$ cat config.mk
export PLATFORM = sky130hd
export DESIGN_NAME = burst_sideband_tracker
export DESIGN_NICKNAME = d
export VERILOG_FILES = /design/src/rtl/bst_pkg.sv /design/src/rtl/bst_frame_fsm.sv /design/src/rtl/bst_beat_tagger.sv /design/src/rtl/bst_empty_unit.sv /design/src/rtl/bst_err_flags.sv /design/src/rtl/burst_sideband_tracker.sv
export SDC_FILE = /design/constraint.sdc
export NUM_CORES = 1
export LEC_CHECK = 0
export ABC_CLOCK_PERIOD_IN_PS = 1800
export BUFFER_PORTS_ARGS = -buffer_cell sky130_fd_sc_hd__buf_2
export CAP_MARGIN = 20
export CORE_MARGIN = 1
export CORE_UTILIZATION = 40
export DETAILED_ROUTE_END_ITERATION = 16
export PLACE_DENSITY = 0.73
export REMOVE_ABC_BUFFERS = 1
export SETUP_SLACK_MARGIN = 0.05
export SLEW_MARGIN = 40
export SYNTH_ARGS = -nofsm -noshare
export SYNTH_HDL_FRONTEND = slang
export SYNTH_SLANG_ARGS = --single-unit
$ cat constraint.sdc
create_clock -name clk -period 1.8 [get_ports clk]
set_input_delay 0.18 -clock clk [delete_from_list [all_inputs] [get_ports clk]]
set_output_delay 0.18 -clock clk [all_outputs]
set_load 0.01 [all_outputs]
$ cat src/rtl/bst_pkg.sv
package bst_pkg;
    typedef enum logic [0:0] {
        ST_IDLE = 1'b0,
        ST_OPEN = 1'b1
    } bst_state_e;

    localparam int ERR_W          = 4;
    localparam int ERR_DUP_SOP    = 0;
    localparam int ERR_ORPHAN_EOP = 1;
    localparam int ERR_STRAY      = 2;
    localparam int ERR_EMPTY_OVF  = 3;
endpackage

$ cat src/rtl/bst_frame_fsm.sv
module bst_frame_fsm
    import bst_pkg::*;
(
    input  logic       clk,
    input  logic       rst,
    input  logic       sop,
    input  logic       eop,
    input  logic       valid,
    output bst_state_e state,
    output logic       accept_beat,
    output logic       load_chan,
    output logic       close_burst,
    output logic       one_beat,
    output logic       dup_sop,
    output logic       orphan_eop,
    output logic       stray_valid
);
    bst_state_e state_q, state_d;

    always_ff @(posedge clk) begin
        if (rst) state_q <= ST_IDLE;
        else     state_q <= state_d;
    end

    always_comb begin
        state_d     = state_q;
        accept_beat = 1'b0;
        load_chan   = 1'b0;
        close_burst = 1'b0;
        one_beat    = 1'b0;
        dup_sop     = 1'b0;
        orphan_eop  = 1'b0;
        stray_valid = 1'b0;
        unique case (state_q)
            ST_IDLE: begin
                if (sop) begin
                    load_chan   = 1'b1;
                    accept_beat = valid;
                    if (eop) begin
                        one_beat    = 1'b1;
                        close_burst = 1'b1;
                    end else begin
                        state_d = ST_OPEN;
                    end
                end else begin
                    orphan_eop  = eop;
                    stray_valid = valid;
                end
            end
            ST_OPEN: begin
                accept_beat = valid;
                if (sop) begin
                    dup_sop   = 1'b1;
                    load_chan = 1'b1;
                    if (eop) begin
                        one_beat    = 1'b1;
                        close_burst = 1'b1;
                        state_d     = ST_IDLE;
                    end
                end else if (eop) begin
                    close_burst = 1'b1;
                    state_d     = ST_IDLE;
                end
            end
            default: state_d = ST_IDLE;
        endcase
    end

    assign state = state_q;

    // a beat arriving in the idle state without a start is never accepted
    a_r7_no_accept_idle: assert property (@(posedge clk) disable iff (rst)
        (state_q == ST_IDLE && !sop) |-> !accept_beat);
endmodule

$ cat src/rtl/bst_beat_tagger.sv
module bst_beat_tagger #(
    parameter int DATA_W = 128,
    parameter int SYNC_W = 8
) (
    input  logic              clk,
    input  logic              rst,
    input  logic              accept_beat,
    input  logic              load_chan,
    input  logic              close_burst,
    input  logic [DATA_W-1:0] in_data,
    input  logic [SYNC_W-1:0] in_sync,
    output logic [DATA_W-1:0] out_data,
    output logic              out_valid,
    output logic              out_last,
    output logic [SYNC_W-1:0] out_chan
);
    logic [DATA_W-1:0] data_q;
    logic [SYNC_W-1:0] chan_q;
    logic              valid_q, last_q;

    always_ff @(posedge clk) begin
        if (rst) begin
            data_q  <= '0;
            chan_q  <= '0;
            valid_q <= 1'b0;
            last_q  <= 1'b0;
        end else begin
            valid_q <= accept_beat;
            last_q  <= accept_beat & close_burst;
            if (accept_beat) data_q <= in_data;
            if (load_chan)   chan_q <= in_sync;
        end
    end

    assign out_data  = data_q;
    assign out_valid = valid_q;
    assign out_last  = last_q;
    assign out_chan  = chan_q;

    // the last-beat marker only accompanies a forwarded beat
    a_r4_last_with_valid: assert property (@(posedge clk) disable iff (rst)
        out_last |-> out_valid);
endmodule

$ cat src/rtl/bst_empty_unit.sv
module bst_empty_unit #(
    parameter int SYNC_W  = 8,
    parameter int EMPTY_W = 4
) (
    input  logic               clk,
    input  logic               rst,
    input  logic               close_burst,
    input  logic               one_beat,
    input  logic [SYNC_W-1:0]  in_sync,
    output logic [EMPTY_W-1:0] out_empty,
    output logic               out_empty_stb,
    output logic               overflow
);
    localparam int MAX_EMPTY = (1 << EMPTY_W) - 1;

    logic [EMPTY_W-1:0] empty_q, empty_d;
    logic               stb_q;
    logic               too_big;

    always_comb begin
        too_big = (int'(in_sync) > MAX_EMPTY);
        if (one_beat)     empty_d = '0;
        else if (too_big) empty_d = EMPTY_W'(MAX_EMPTY);
        else              empty_d = in_sync[EMPTY_W-1:0];
    end

    always_ff @(posedge clk) begin
        if (rst) begin
            empty_q <= '0;
            stb_q   <= 1'b0;
        end else begin
            stb_q <= close_burst;
            if (close_burst) empty_q <= empty_d;
        end
    end

    assign overflow      = close_burst & ~one_beat & too_big;
    assign out_empty     = empty_q;
    assign out_empty_stb = stb_q;

    // a one-beat burst reports zero empty bytes
    a_r6_single_zero: assert property (@(posedge clk) disable iff (rst)
        (close_burst && one_beat) |=> (out_empty_stb && out_empty == '0));
endmodule

$ cat src/rtl/bst_err_flags.sv
module bst_err_flags #(
    parameter int ERR_W = 4
) (
    input  logic             clk,
    input  logic             rst,
    input  logic             clear,
    input  logic [ERR_W-1:0] set_vec,
    output logic [ERR_W-1:0] flags
);
    logic [ERR_W-1:0] flags_q;

    always_ff @(posedge clk) begin
        if (rst) flags_q <= '0;
        else     flags_q <= (clear ? '0 : flags_q) | set_vec;
    end

    assign flags = flags_q;

    // without a clear, no flag ever falls
    a_r10_sticky: assert property (@(posedge clk) disable iff (rst)
        !$past(clear) |-> ((flags_q & $past(flags_q)) == $past(flags_q)));
endmodule

$ cat src/rtl/burst_sideband_tracker.sv
module burst_sideband_tracker
    import bst_pkg::*;
#(
    parameter int DATA_W = 128,
    parameter int SYNC_W = 8
) (
    input  logic                        clk,
    input  logic                        rst,
    input  logic [DATA_W-1:0]           in_data,
    input  logic                        in_sop,
    input  logic                        in_eop,
    input  logic                        in_valid,
    input  logic [SYNC_W-1:0]           in_sync,
    input  logic                        err_clear,
    output logic [DATA_W-1:0]           out_data,
    output logic                        out_valid,
    output logic                        out_last,
    output logic [SYNC_W-1:0]           out_chan,
    output logic [$clog2(DATA_W/8)-1:0] out_empty,
    output logic                        out_empty_stb,
    output logic [ERR_W-1:0]            err_flags
);
    localparam int BYTES   = DATA_W / 8;
    localparam int EMPTY_W = $clog2(BYTES);

    bst_state_e       state;
    logic             accept_beat, load_chan, close_burst, one_beat;
    logic             dup_sop, orphan_eop, stray_valid, overflow;
    logic [ERR_W-1:0] err_set;

    bst_frame_fsm u_fsm (
        .clk         (clk),
        .rst         (rst),
        .sop         (in_sop),
        .eop         (in_eop),
        .valid       (in_valid),
        .state       (state),
        .accept_beat (accept_beat),
        .load_chan   (load_chan),
        .close_burst (close_burst),
        .one_beat    (one_beat),
        .dup_sop     (dup_sop),
        .orphan_eop  (orphan_eop),
        .stray_valid (stray_valid)
    );

    bst_beat_tagger #(.DATA_W(DATA_W), .SYNC_W(SYNC_W)) u_tag (
        .clk         (clk),
        .rst         (rst),
        .accept_beat (accept_beat),
        .load_chan   (load_chan),
        .close_burst (close_burst),
        .in_data     (in_data),
        .in_sync     (in_sync),
        .out_data    (out_data),
        .out_valid   (out_valid),
        .out_last    (out_last),
        .out_chan    (out_chan)
    );

    bst_empty_unit #(.SYNC_W(SYNC_W), .EMPTY_W(EMPTY_W)) u_empty (
        .clk           (clk),
        .rst           (rst),
        .close_burst   (close_burst),
        .one_beat      (one_beat),
        .in_sync       (in_sync),
        .out_empty     (out_empty),
        .out_empty_stb (out_empty_stb),
        .overflow      (overflow)
    );

    always_comb begin
        err_set                 = '0;
        err_set[ERR_DUP_SOP]    = dup_sop;
        err_set[ERR_ORPHAN_EOP] = orphan_eop;
        err_set[ERR_STRAY]      = stray_valid;
        err_set[ERR_EMPTY_OVF]  = overflow;
    end

    bst_err_flags #(.ERR_W(ERR_W)) u_err (
        .clk     (clk),
        .rst     (rst),
        .clear   (err_clear),
        .set_vec (err_set),
        .flags   (err_flags)
    );

    // an output beat always traces back to a valid input cycle
    a_r3_beat_needs_valid: assert property (@(posedge clk) disable iff (rst)
        out_valid |-> $past(in_valid));

    // the empty strobe always follows an end pulse
    a_r4_stb_after_eop: assert property (@(posedge clk) disable iff (rst)
        out_empty_stb |-> $past(in_eop));

    // the channel holds while an open burst continues without a new start
    a_r2_chan_hold: assert property (@(posedge clk) disable iff (rst)
        (state == ST_OPEN && !in_sop) |=> $stable(out_chan));

    // an orphan end leaves no strobe and raises its flag
    a_r9_orphan_end: assert property (@(posedge clk) disable iff (rst)
        (state == ST_IDLE && in_eop && !in_sop) |=> (!out_empty_stb && err_flags[ERR_ORPHAN_EOP]));

    // an oversized empty on a closing beat saturates and flags
    a_r5_saturate: assert property (@(posedge clk) disable iff (rst)
        (state == ST_OPEN && in_eop && !in_sop && int'(in_sync) > BYTES - 1)
        |=> (out_empty == EMPTY_W'(BYTES - 1) && err_flags[ERR_EMPTY_OVF]));
endmodule

== After elaboration in Yosys (flattened, before gate mapping) ==
Index checks and enable logic that the tools add are counted.

* Bitwise logic cells: 6
* Multiplexer cells: 17
* $lt $le $gt $ge: 1

{| class="wikitable"
|+ Operators with widths
! cell !! number
|-
| 4-bit two-way mux || 3
|-
| 1-bit two-way mux || 11
|-
| 8-bit by 4-bit greater-than comparator with 1-bit output, second input constant || 1
|-
| 1-bit case mux with 2 select lines || 3
|-
| 4-bit bitwise OR || 1
|-
| 1-bit bitwise AND || 3
|-
| 1-bit NOT || 2
|}

* Output and inout port bits: 147
* Register bits: 148
* Input bits: 142
* Word-level logic and storage cells: 32

== Longest topological paths before layout ==
* Word-level depth: 6
* Depth in mapped cells: 6
* Mapped depth without buffers: 3

== Modules after synthesis ==
A second synthesis with hierarchy kept.

* Cell total of the unflattened synthesis: 491
* Area total of the unflattened synthesis: 5,408.9 um2

{| class="wikitable"
|+ Modules (own cells, without submodules)
! module !! times used !! area an instance (um2) !! sequential area each (um2) !! cells each
|-
| bst_beat_tagger || 1 || 4,974.8 || 2,762.6 || 443
|-
| bst_empty_unit || 1 || 212.7 || 100.1 || 22
|-
| bst_err_flags || 1 || 140.1 || 80.1 || 16
|-
| bst_frame_fsm || 1 || 81.3 || 20.0 || 10
|}

== Worst setup path after synthesis ==
OpenSTA, ideal clock, no wires.

* Kind: flip-flop to flip-flop
* Start: register u_fsm.state_q, in the netlist u_fsm.state
* End: register u_tag.data_q[10], in the netlist u_tag.out_data[10]
* Data arrival time: 1.051 ns
* Data required time: 1.731 ns
* Buffers on the path: 2
* Setup time: 0.069 ns
* Clock period less this slack: 1.120 ns
* Cell stages (with the launch flop): 6
* Slack: 0.680 ns
* Cell sequence: dfxtp_1 > o21a_1 > buf_6 > buf_4 > nand2_1 > a21oi_2

* Longest elaborated chain between the ends: 2

{| class="wikitable"
|+ RTL lines
! element !! line !! text
|-
| from (decl) || bst_frame_fsm.sv:18 || <nowiki>bst_state_e state_q, state_d;</nowiki>
|-
| from (signal assigned) || bst_frame_fsm.sv:22 || <nowiki>else state_q <= state_d;</nowiki>
|-
| 1-bit NOT || bst_frame_fsm.sv:34 || <nowiki>unique case (state_q)</nowiki>
|-
| 1-bit case mux with 2 select lines * || bst_frame_fsm.sv:34 ||
|-
| to (signal assigned) || bst_beat_tagger.sv:30 || <nowiki>if (accept_beat) data_q <= in_data;</nowiki>
|-
| to (decl) || bst_beat_tagger.sv:17 || <nowiki>logic [DATA_W-1:0] data_q;</nowiki>
|}

Every way passes the cells marked *; elsewhere a longest branch is shown, timed or not.
A chain may end at the register's enable or synchronous reset.

== Final worst setup path ==
* Start: register u_fsm.state_q, in the netlist u_fsm.state
* End: register u_tag.data_q[81], in the netlist u_tag.out_data[81]

The elaborated chain is that of the path after synthesis.

==> out/qor.yml <==
status: "completed"
critical-path-max-stage-delay_ps: 390
yosys_warnings: 0
io_buffers: 288
seq_area_frac_synth_pct: 57.13
num_rows: 41
synth_area_um2: 5186
dpl_worst_slack_ps: 424.5
multi_input_area_um2: 1927
dp_hpwl_um: 9097
die_x_um: 115.9
required_ps: 2130
power_density_nw_per_um2: 968.8
regArea_um2: 2963
syn_to_final_growth_pct: 64.41
cts_tree: "yes"
grt_pass1_wl_um: 24570
switching_share_pct: 23.54
min_period_ps: 1413
yosys_most_used_dff: "dfxtp_1"
synthTopCellsByArea: "dfxtp_1 (57%), nand2_1 (19%), a21oi_1 (12%)"
cts_max_path_buffers: 2
worst_slack_ps: 387.0
htree_levels: 4
finalMaxSlewViolations: 0
cp_cell_sequence: "o21ai_4 -> buf_12 -> nand2_1 -> a21oi_1"
holdBufCountCts: 120
seqPwrFrac_pct: 42.7
setup_violations: 0
synth.most_common_cell: "nand2_1"
finalNetCount: 1155
path_max_fanout: 78
grt_pass1_vias: 5319
max_freq_mhz: 707.7
async_flop_share_pct: 0
ys_types: 24
layout-drive-gt1-share_pct: 32.78
path_class: "reg -> reg"
ant_nets: 0
maxCapViolCount: 0
syn_area_per_cell_um2: 8.298
ys_ff_latch: 148
leakage_nw: 3.996
antenna_cells: 0
fill_cells: 970
core_um2: 12620
p_int_w: 0.006316
vias: 5642
cts_resized: 0
post_drt_wl_per_cell_um: 13.54
endpoint_kind: "flip-flop"
cp_slowest_cell: "dfxtp_1"
pwr-share-clk_pct: 44.3
start_util_pct: 41.10
critical-path-top-delay-family: "compound AO/OA/AOI/OAI gates"
wl_um: 16210
clock_latency_ps: 420
synth_edf_count: 0
cts.sinks: 148
ys_top_cells_by_count: "nand2_1 (256), dfxtp_1 (148), a21oi_1 (123)"
postCtsSetupBuffers: 0
grt_usage_pct: 23.62
utilization_pct: 67.57
period_share_pct: 78.50
die_area_um2: 13420
grt_remaining_overflow: 0
hold_viol: 0
crit_arrival_ps: 1740
drt_iter0_drc: 384
hold_class: "in -> reg"
skew_ps: 6.542
synthDominantAreaCellType: "dfxtp_1"
tightest_slew_ps: 413.1
synth_top_area_share_pct: 57.13
synthCells: 625
worst-path-buf-inv: 1
max-vdd-ir-drop_v: 0.0006636
antenna_found_initial: 0
firstDrtPassIters: 5
grt_max_degree: 79
comb_power_share_pct: 13.0
numCtsBuffers: 17
power.switching_w: 0.001945
gp_congestion: 0.7465
rsz0062_at_grt: "no"
start_kind: "flip-flop"
clk_pin_slew_ps: 60
die_h_um: 115.9
drt-vias-per-instance: 4.713
slew-limit-headroom_pct: 72.46
cts_root_buf: "clkbuf_16"
io_pins: 289
drc: 0
per-stage QoR:
| step | power (W) | hold WS, ps | area (µm²) | TNS, ps | instances |
|---|---|---|---|---|---|
| after global placement | 0.004430 | 414.5 | 6700 | 0 | 1046 |
| after floorplan | 0.003961 | 242.4 | 4893 | -142390 | 579 |
| after global routing | 0.008585 | 14.40 | 8527 | 0 | 1197 |
| after CTS | 0.008290 | 0.9405 | 8527 | 0 | 1197 |
| after detailed placement | 0.004443 | 414.7 | 6700 | 0 | 1046 |
| final | 0.008261 | 17.86 | 8527 | 0 | 1197 |
cells by family (layout without fill, tap and decap cells):
kind of cell | after synthesis | after routing | share of synthesized area, %
compound gates | 139 | 139 | 14.64
buf+inv | 49 | 449 | 5.862
flops | 148 | 148 | 57.13
mux | 8 | 8 | 1.544
simple gates | 281 | 281 | 20.82
power by group through the flow:
stage,Sequential [W],Combinational (W),Clock [W]
floorplan,0.00368,0.000284,0
global placement,0.00359,0.000843,0
detailed placement,0.00359,0.000850,0
CTS,0.00352,0.00106,0.00371
global route,0.00355,0.00118,0.00386
finish,0.00353,0.00107,0.00366
cell usage in the layout (no fill, tap or decap), types with 2 or more instances in the layout:
master         count
a21oi_1          123
a21oi_2            7
a22oi_1            2
buf_12             7
buf_2            287
bufinv_16          2
clkbuf_16         17
clkbuf_8           8
clkinvlp_4         4
dfxtp_1          148
dlygate4sd3_1    120
inv_1              3
mux2i_1            8
nand2_1          256
nor2_1            18
o2bb2ai_1          4
cell type report:
class / count / share of cell area (%)
clock buffers: 25 / 6.280
clock inverters: 6 / 1.056
inverters: 3 / 0.1321
multi-input cells: 428 / 22.60
flip-flops and latches: 148 / 34.75
well taps: 172 / 2.524
repair buffers: 415 / 32.66
final timing paths:
path                                    from                              end  slack, ps  depth (start not counted)
max                   u_fsm.state$_SDFF_PP0_  u_tag.out_data[81]$_SDFFE_PP0P_        390                          4
min                               in_sync[5]   u_tag.out_chan[5]$_SDFFE_PP0P_         20                          3
max reg2reg           u_fsm.state$_SDFF_PP0_  u_tag.out_data[81]$_SDFFE_PP0P_        390                          4
min reg2reg  u_tag.out_data[35]$_SDFFE_PP0P_  u_tag.out_data[35]$_SDFFE_PP0P_        450                          2
tightest hold or removal path, stage by stage:
cell,delay [ps]
buf_2,90
mux2i_1,60
nor2_1,70
layer usage:
metal	share of wire [%]	GRT usage (%)	vias up
met5	0	0	-
met4	4.1	14.53	0
met3	7.2	7.270	59
met2	50	41.47	252
met1	39	24.70	2542
li1	-	-	2789
sequential cells by signal, indices dropped and copies added (netlist names):
signal                 cells
u_tag.out_last             1
u_tag.out_valid            1
u_empty.out_empty          4
u_tag.out_data           128
u_fsm.state                1
u_err.flags                4
u_empty.out_empty_stb      1
u_tag.out_chan             8
Note: power is estimated with default switching activity, not from simulation.
